`config.mk`:
```
export PLATFORM = sky130hd
export DESIGN_NAME = cap_window_decim
export DESIGN_NICKNAME = d
export VERILOG_FILES = /design/src/rtl/cwd_pkg.sv /design/src/rtl/cwd_cfg_latch.sv /design/src/rtl/cwd_raster.sv /design/src/rtl/cwd_out_stage.sv /design/src/rtl/cap_window_decim.sv
export SDC_FILE = /design/constraint.sdc
export NUM_CORES = 1
export LEC_CHECK = 0
export CAP_MARGIN = 30
export CORE_MARGIN = 2
export CORE_UTILIZATION = 55
export DETAILED_ROUTE_END_ITERATION = 7
export PLACE_DENSITY = 0.8
export SLEW_MARGIN = 15
export SYNTH_ARGS = -nofsm -noshare
export SYNTH_HDL_FRONTEND = slang
export SYNTH_HIERARCHICAL = 1
export SYNTH_SLANG_ARGS = --single-unit
```
`constraint.sdc`:
```
create_clock -name clk -period 5.8 [get_ports clk]
set_input_delay 1.16 -clock clk [delete_from_list [all_inputs] [get_ports clk]]
set_output_delay 1.16 -clock clk [all_outputs]
set_load 0.1 [all_outputs]
```
`src/rtl/cwd_pkg.sv`:
```
package cwd_pkg;

    localparam int SKIP_W = 5;

    typedef logic [SKIP_W-1:0] skip_t;

    typedef struct packed {
        logic sof;
        logic eol;
    } mark_t;

    // A zero period behaves as a period of one frame.
    function automatic skip_t eff_period(skip_t period);
        return (period == '0) ? skip_t'(1) : period;
    endfunction

    // Fold a phase left over from a longer period back to zero.
    function automatic skip_t wrap_phase(skip_t ph, skip_t period);
        return (ph >= eff_period(period)) ? '0 : ph;
    endfunction

    function automatic skip_t step_phase(skip_t ph, skip_t period);
        skip_t nxt;
        nxt = ph + skip_t'(1);
        return (nxt >= eff_period(period)) ? '0 : nxt;
    endfunction

    // Phases beyond the mask width never drop.
    function automatic logic drop_at(skip_t mask, skip_t ph);
        skip_t sh;
        sh = mask >> ph;
        return sh[0];
    endfunction

endpackage

```
`src/rtl/cwd_cfg_latch.sv`:
```
module cwd_cfg_latch
    import cwd_pkg::*;
#(
    parameter int DIM_W = 12
) (
    input  logic             clk,
    input  logic             rst,
    input  logic             frame_start,
    input  logic [DIM_W-1:0] cfg_x_off,
    input  logic [DIM_W-1:0] cfg_y_off,
    input  logic [DIM_W-1:0] cfg_width,
    input  logic [DIM_W-1:0] cfg_height,
    input  logic             cfg_halve_h,
    input  logic             cfg_halve_v,
    input  skip_t            cfg_skip_mask,
    input  skip_t            cfg_skip_period,
    output logic [DIM_W-1:0] x_off,
    output logic [DIM_W-1:0] y_off,
    output logic [DIM_W-1:0] width,
    output logic [DIM_W-1:0] height,
    output logic             halve_h,
    output logic             halve_v,
    output logic             drop_frame
);

    skip_t phase_q;
    skip_t phase_now;

    assign phase_now = wrap_phase(phase_q, cfg_skip_period);

    always_ff @(posedge clk) begin
        if (rst) begin
            x_off      <= '0;
            y_off      <= '0;
            width      <= '0;
            height     <= '0;
            halve_h    <= 1'b0;
            halve_v    <= 1'b0;
            drop_frame <= 1'b0;
            phase_q    <= '0;
        end else if (frame_start) begin
            x_off      <= cfg_x_off;
            y_off      <= cfg_y_off;
            width      <= cfg_width;
            height     <= cfg_height;
            halve_h    <= cfg_halve_h;
            halve_v    <= cfg_halve_v;
            drop_frame <= drop_at(cfg_skip_mask, phase_now);
            phase_q    <= step_phase(phase_now, cfg_skip_period);
        end
    end

endmodule

```
`src/rtl/cwd_raster.sv`:
```
module cwd_raster #(
    parameter int DIM_W = 12
) (
    input  logic             clk,
    input  logic             rst,
    input  logic             in_fv,
    input  logic             in_lv,
    input  logic             in_pv,
    input  logic [DIM_W-1:0] x_off,
    input  logic [DIM_W-1:0] y_off,
    input  logic [DIM_W-1:0] width,
    input  logic [DIM_W-1:0] height,
    input  logic             halve_h,
    input  logic             halve_v,
    input  logic             drop_frame,
    output logic             frame_start,
    output logic             line_end,
    output logic             keep,
    output logic             clip_err
);

    localparam int EXT_W = DIM_W + 1;

    logic             fv_q, lv_q;
    logic [DIM_W-1:0] x_cnt, y_cnt;
    logic [EXT_W-1:0] x_end, y_end;
    logic             frame_end, px;
    logic             in_x, in_y, keep_x, keep_y;
    logic             odd_x, odd_y;
    logic             short_line, short_frame;

    assign frame_start = in_fv & ~fv_q;
    assign frame_end   = fv_q & ~in_fv;
    assign line_end    = lv_q & ~in_lv;
    assign px          = in_fv & in_lv & in_pv;

    assign x_end = {1'b0, x_off} + {1'b0, width};
    assign y_end = {1'b0, y_off} + {1'b0, height};

    assign in_x = (x_cnt >= x_off) && ({1'b0, x_cnt} < x_end);
    assign in_y = (y_cnt >= y_off) && ({1'b0, y_cnt} < y_end);

    // Parity of the position relative to the window origin.
    assign odd_x = x_cnt[0] ^ x_off[0];
    assign odd_y = y_cnt[0] ^ y_off[0];

    assign keep_x = in_x && !(halve_h && odd_x);
    assign keep_y = in_y && !(halve_v && odd_y);
    assign keep   = px & keep_x & keep_y & ~drop_frame;

    // A window line that ended before reaching the window's right edge,
    // or a frame that ended before reaching its bottom edge.
    assign short_line  = line_end & in_y & ({1'b0, x_cnt} < x_end);
    assign short_frame = frame_end & ({1'b0, y_cnt} < y_end);

    always_ff @(posedge clk) begin
        if (rst) begin
            fv_q     <= 1'b0;
            lv_q     <= 1'b0;
            x_cnt    <= '0;
            y_cnt    <= '0;
            clip_err <= 1'b0;
        end else begin
            fv_q <= in_fv;
            lv_q <= in_lv;
            if (frame_start || line_end) begin
                x_cnt <= '0;
            end else if (px) begin
                x_cnt <= x_cnt + 1'b1;
            end
            if (frame_start) begin
                y_cnt <= '0;
            end else if (line_end) begin
                y_cnt <= y_cnt + 1'b1;
            end
            if (short_line || short_frame) begin
                clip_err <= 1'b1;
            end
        end
    end

endmodule

```
`src/rtl/cwd_out_stage.sv`:
```
module cwd_out_stage
    import cwd_pkg::*;
#(
    parameter int PIX_W = 16
) (
    input  logic             clk,
    input  logic             rst,
    input  logic             frame_start,
    input  logic             line_end,
    input  logic             keep,
    input  logic [PIX_W-1:0] in_pix,
    output logic             out_valid,
    output logic [PIX_W-1:0] out_pix,
    output mark_t            out_mark,
    output logic             out_lv
);

    // One kept pixel is held back so the last one of a line can be tagged
    // when the line closes, whatever the clipping did to its length.
    logic             hold_v;
    logic [PIX_W-1:0] hold_pix;
    logic             hold_sof;
    logic             sof_due;
    logic             emit, emit_eol;

    assign emit     = hold_v & ((keep & ~frame_start) | (line_end & ~keep));
    assign emit_eol = hold_v & line_end & ~keep;

    always_ff @(posedge clk) begin
        if (rst) begin
            hold_v    <= 1'b0;
            hold_pix  <= '0;
            hold_sof  <= 1'b0;
            sof_due   <= 1'b0;
            out_valid <= 1'b0;
            out_pix   <= '0;
            out_mark  <= '0;
            out_lv    <= 1'b0;
        end else begin
            out_valid <= emit;
            out_mark  <= '0;
            if (emit) begin
                out_pix      <= hold_pix;
                out_mark.sof <= hold_sof;
                out_mark.eol <= emit_eol;
            end
            out_lv <= emit | (out_lv & ~out_mark.eol);

            if (frame_start) begin
                sof_due <= 1'b1;
                hold_v  <= 1'b0;
            end else if (keep) begin
                hold_v   <= 1'b1;
                hold_pix <= in_pix;
                hold_sof <= sof_due;
                sof_due  <= 1'b0;
            end else if (line_end) begin
                hold_v <= 1'b0;
            end
        end
    end

endmodule

```
`src/rtl/cap_window_decim.sv`:
```
module cap_window_decim
    import cwd_pkg::*;
#(
    parameter int DIM_W = 12,
    parameter int PIX_W = 16
) (
    input  logic               clk,
    input  logic               rst,
    input  logic               in_fv,
    input  logic               in_lv,
    input  logic               in_pv,
    input  logic [PIX_W-1:0]   in_pix,
    input  logic [DIM_W-1:0]   cfg_x_off,
    input  logic [DIM_W-1:0]   cfg_y_off,
    input  logic [DIM_W-1:0]   cfg_width,
    input  logic [DIM_W-1:0]   cfg_height,
    input  logic               cfg_halve_h,
    input  logic               cfg_halve_v,
    input  logic [SKIP_W-1:0]  cfg_skip_mask,
    input  logic [SKIP_W-1:0]  cfg_skip_period,
    output logic               out_valid,
    output logic [PIX_W-1:0]   out_pix,
    output logic               out_sof,
    output logic               out_eol,
    output logic               out_lv,
    output logic               clip_err
);

    logic [DIM_W-1:0] sh_x_off, sh_y_off, sh_width, sh_height;
    logic             sh_halve_h, sh_halve_v, sh_drop;
    logic             frame_start, line_end, keep;
    mark_t            mark;

    cwd_cfg_latch #(.DIM_W(DIM_W)) u_cfg (
        .clk             (clk),
        .rst             (rst),
        .frame_start     (frame_start),
        .cfg_x_off       (cfg_x_off),
        .cfg_y_off       (cfg_y_off),
        .cfg_width       (cfg_width),
        .cfg_height      (cfg_height),
        .cfg_halve_h     (cfg_halve_h),
        .cfg_halve_v     (cfg_halve_v),
        .cfg_skip_mask   (cfg_skip_mask),
        .cfg_skip_period (cfg_skip_period),
        .x_off           (sh_x_off),
        .y_off           (sh_y_off),
        .width           (sh_width),
        .height          (sh_height),
        .halve_h         (sh_halve_h),
        .halve_v         (sh_halve_v),
        .drop_frame      (sh_drop)
    );

    cwd_raster #(.DIM_W(DIM_W)) u_raster (
        .clk         (clk),
        .rst         (rst),
        .in_fv       (in_fv),
        .in_lv       (in_lv),
        .in_pv       (in_pv),
        .x_off       (sh_x_off),
        .y_off       (sh_y_off),
        .width       (sh_width),
        .height      (sh_height),
        .halve_h     (sh_halve_h),
        .halve_v     (sh_halve_v),
        .drop_frame  (sh_drop),
        .frame_start (frame_start),
        .line_end    (line_end),
        .keep        (keep),
        .clip_err    (clip_err)
    );

    cwd_out_stage #(.PIX_W(PIX_W)) u_out (
        .clk         (clk),
        .rst         (rst),
        .frame_start (frame_start),
        .line_end    (line_end),
        .keep        (keep),
        .in_pix      (in_pix),
        .out_valid   (out_valid),
        .out_pix     (out_pix),
        .out_mark    (mark),
        .out_lv      (out_lv)
    );

    assign out_sof = mark.sof;
    assign out_eol = mark.eol;

endmodule

```
==> flow_summary.json <==
{
  "rsz0062_at_grt": "false",
  "grt_pass1_vias": 5718,
  "async_flop_share_pct": 0,
  "setup_violations": 0,
  "die_x_microns": 118.4,
  "hold_viol": 0,
  "grt_pass1_wl_microns": 26720,
  "maxSlewViolCount": 0,
  "dp_hpwl_microns": 11010,
  "hp-class": "reg -> reg",
  "fin_crit_sh_pct": 84.35,
  "worstSetupPathType": "reg -> reg",
  "crit_path_max_fanout": 16,
  "grt-ovfl-total": 0,
  "synth_area_sq_mm": 0.007197,
  "p_comb_share_pct": 13.4,
  "power_mw": 2.252,
  "fmax_mhz": 204.4,
  "area_growth_syn_to_layout_pct": 23.84,
  "critPathTopFamily": "simple AND/OR/NAND/NOR gates",
  "tns_ns": 0,
  "path_cells": "ha_1, inv_1, fa_1, nor2b_1, o31a_1, nor3_1, nor2_1, a31oi_1, xor2_1, ha_1, nand3_1, o221ai_1, a21oi_1, o31a_1, o21ai_0, nor4b_2, nor2b_1, o21a_1, buf_4, mux2i_1",
  "postCtsSetupBuffers": 0,
  "final_antenna_net_count": 0,
  "utilization_pct": 70.05,
  "route.detailed.drc": 0,
  "cpPeakStageDelay_ns": 0.69,
  "grt_util_all_layers_pct": 23.37,
  "r2r-start": "u_cfg/x_off[0]",
  "synth_top_area_share_pct": 33.94,
  "initial_core_util_pct": 56.57,
  "switching_power_mw": 0.5652,
  "min_from": "u_out/sof_due",
  "via_per_inst": 5.388,
  "status": "complete, no violations",
  "grt_max_degree": 70,
  "slowest_stage": "nor2b_1",
  "yosys_most_used_dff": "dfxtp_1",
  "place_area_sq_mm": 0.008305,
  "hold_end": "u_out/hold_sof",
  "drt_first_pass_iters": 5,
  "first_iter_violations": 397,
  "dpl.cell_count": 1066,
  "power_leakage_nw": 3.659,
  "setup.worst_path.end_class": "flip-flop",
  "seqPwrFrac_pct": 39.3,
  "fill_cells": 1005,
  "clockBufferDepth": 2,
  "cts_htree_levels": 4,
  "hold_buffers": 0,
  "rows": 41,
  "ios": 102,
  "core-area_sq_mm": 0.01272,
  "synth_cell_types": 65,
  "internal_power_mw": 1.687,
  "drive_gt1_share_pct": 6.371,
  "gp_congestion": 0.8781,
  "ys_seq_area_share_pct": 33.94,
  "drt-total-wl_microns": 15670,
  "syn_area_per_cell_sq_um": 8.809,
  "final_area_sq_mm": 0.008912,
  "cts.sinks": 122,
  "synthTopCellsByArea": "dfxtp_1 34%, ha_1 14%, mux2i_1 9.3%",
  "worstPathArrival_ns": 5.23,
  "cts_resized": 0,
  "cp.required_ns": 6.14,
  "ys_seq_elements": 122,
  "cts-root-buf": "clkbuf_16",
  "hold_depth": 2,
  "yosys_warnings": 6,
  "reg2reg_to": "u_out/out_pix[3]",
  "vdd_drop_max_mv": 0.2717,
  "final_cell_count_no_fill": 1098,
  "cap_violations": 0,
  "netlist_instances": 817,
  "antenna_found_initial": 0,
  "cts_buffers": 17,
  "cts_tree": "yes",
  "synth_edf_count": 0,
  "die-area_sq_mm": 0.01402,
  "p_per_area_mw_per_mm2": 252.7,
  "yosysMostFrequentCell": "dfxtp_1",
  "avgRoutedWirePerCell_microns": 14.27,
  "fp.dieH_microns": 118.4,
  "insertion_delay_ns": 0.42,
  "synth_common_cells": "122 x dfxtp_1, 88 x nor2_1, 83 x ha_1",
  "syn_nets": 983,
  "vias": 5916,
  "finalNetCount": 1079,
  "tightest_slew_ns": 1.004,
  "netSwitchingFraction_pct": 25.10,
  "rrSetupSlack_ns": 0.91,
  "critPathLaunchType": "flip-flop",
  "r2r_cells": 20,
  "clock_power_share_pct": 47.2,
  "min_period_ns": 4.892,
  "clock-skew-final_ns": 0.005658,
  "synth_area_leader_cell": "dfxtp_1",
  "diodes": 0,
  "crit_buf_inv": 2,
  "port_buffers": 101,
  "path_clk_slew_ns": 0.06,
  "slew_headroom_pct": 32.87
}
[through the flow]
| stage | hold WS [ns] | setup WS (ns) |
|---|---|---|
| CTS | 0.4530 | 0.9333 |
| floorplan | 0.4315 | 1.264 |
| global placement | 0.4405 | 0.8217 |
| global route | 0.4762 | 0.5072 |
| detailed placement | 0.4471 | 0.7340 |
| finish | 0.4527 | 0.9077 |
[how the worst max path moves through the flow]
stage | from | to | slack [ns] | depth (start not counted)
4_1_cts | u_cfg/x_off[0] | u_out/out_pix[3] | 0.93 | 20
6_report | u_cfg/x_off[0] | u_out/out_pix[3] | 0.91 | 20
2_1_floorplan | cfg_skip_period[2] | u_cfg/phase_q[2] | 1.26 | 17
3_3_place_gp | cfg_skip_period[2] | u_cfg/phase_q[2] | 0.82 | 18
5_1_grt | u_cfg/x_off[0] | u_out/out_pix[11] | 0.51 | 20
3_5_place_dp | cfg_skip_period[2] | u_cfg/phase_q[2] | 0.73 | 18
[layer usage]
| metal | track usage (%) | wire length [microns] | vias to the layer above |
|---|---|---|---|
| met5 | 0 | 0 | - |
| met4 | 7.887 | 216 | 0 |
| met3 | 6.612 | 830 | 17 |
| met2 | 37.83 | 7207 | 155 |
| met1 | 29.94 | 7419 | 2712 |
| li1 | - | - | 3032 |
[area by class of cell]
cell class | count | area (sq um) | share of cell area (%)
Clock inverter | 12 | 140.1 | 1.572
Tap cell | 172 | 215.2 | 2.415
Clock buffer | 20 | 466.7 | 5.237
Multi-Input combinational cell | 612 | 4395 | 49.32
Timing Repair Buffer | 107 | 1054 | 11.82
Inverter | 53 | 198.9 | 2.232
Sequential cell | 122 | 2442 | 27.40
[sequential cells by signal, indices dropped and copies added, names as in the netlist, 2 cells and up]
name	flops
u_cfg/x_off	12
u_out/out_pix	16
u_out/out_mark	2
u_raster/x_cnt	12
u_out/hold_pix	16
u_cfg/height	12
u_raster/y_cnt	12
u_cfg/phase_q	5
u_cfg/y_off	12
u_cfg/width	12
[cell families (layout without fill, tap and decap cells)]
| kind of cell | Yosys count | after routing | synth area share (%) |
|---|---|---|---|
| AND/OR/NAND/NOR | 282 | 282 | 19.12 |
| AO/OA/AOI/OAI | 138 | 138 | 12.67 |
| flip-flops | 122 | 122 | 33.94 |
| adder cells (fa/ha/maj) | 85 | 85 | 14.99 |
| buffers and inverters | 83 | 192 | 5.094 |
| multiplexers | 67 | 67 | 9.318 |
| XOR/XNOR | 40 | 40 | 4.868 |
[placed cells by master (no fill, tap or decap), drive strengths merged, types with 3 or more instances in the layout]
cell,instances
dfxtp,122
clkdlybuf4s50,100
nor2,88
ha,83
nand2,72
mux2i,67
a21oi,57
inv,54
nand2b,41
xor2,24
o21ai,23
clkbuf,20
nand3,16
xnor2,16
nor3,14
and3,11
nor2b,9
a21o,9
nand4,9
buf,7
a31oi,7
o211ai,6
clkinv,6
and2,5
o21a,5
a221oi,5
or3,4
clkinvlp,3
a211o,3
a211oi,3
[worst reg2reg max path, delay by kind of cell (launching register included)]
family / cells / cell delay, ns
xor+xnor: 1 / 0.17
fa+ha+maj: 3 / 0.87
simple gates: 6 / 1.60
mux: 1 / 0.24
flops: 1 / 0.38
compound gates: 7 / 1.21
buf+inv: 2 / 0.35
[power by group through the flow]
| stage | logic, mW | registers, mW | clock network [mW] |
|---|---|---|---|
| CTS | 0.303 | 0.885 | 1.08 |
| finish | 0.303 | 0.885 | 1.06 |
| global placement | 0.293 | 0.903 | 0 |
| detailed placement | 0.297 | 0.903 | 0 |
| global route | 0.337 | 0.888 | 1.12 |
| floorplan | 0.198 | 0.899 | 0 |
Power figures use the tool's default switching activity.
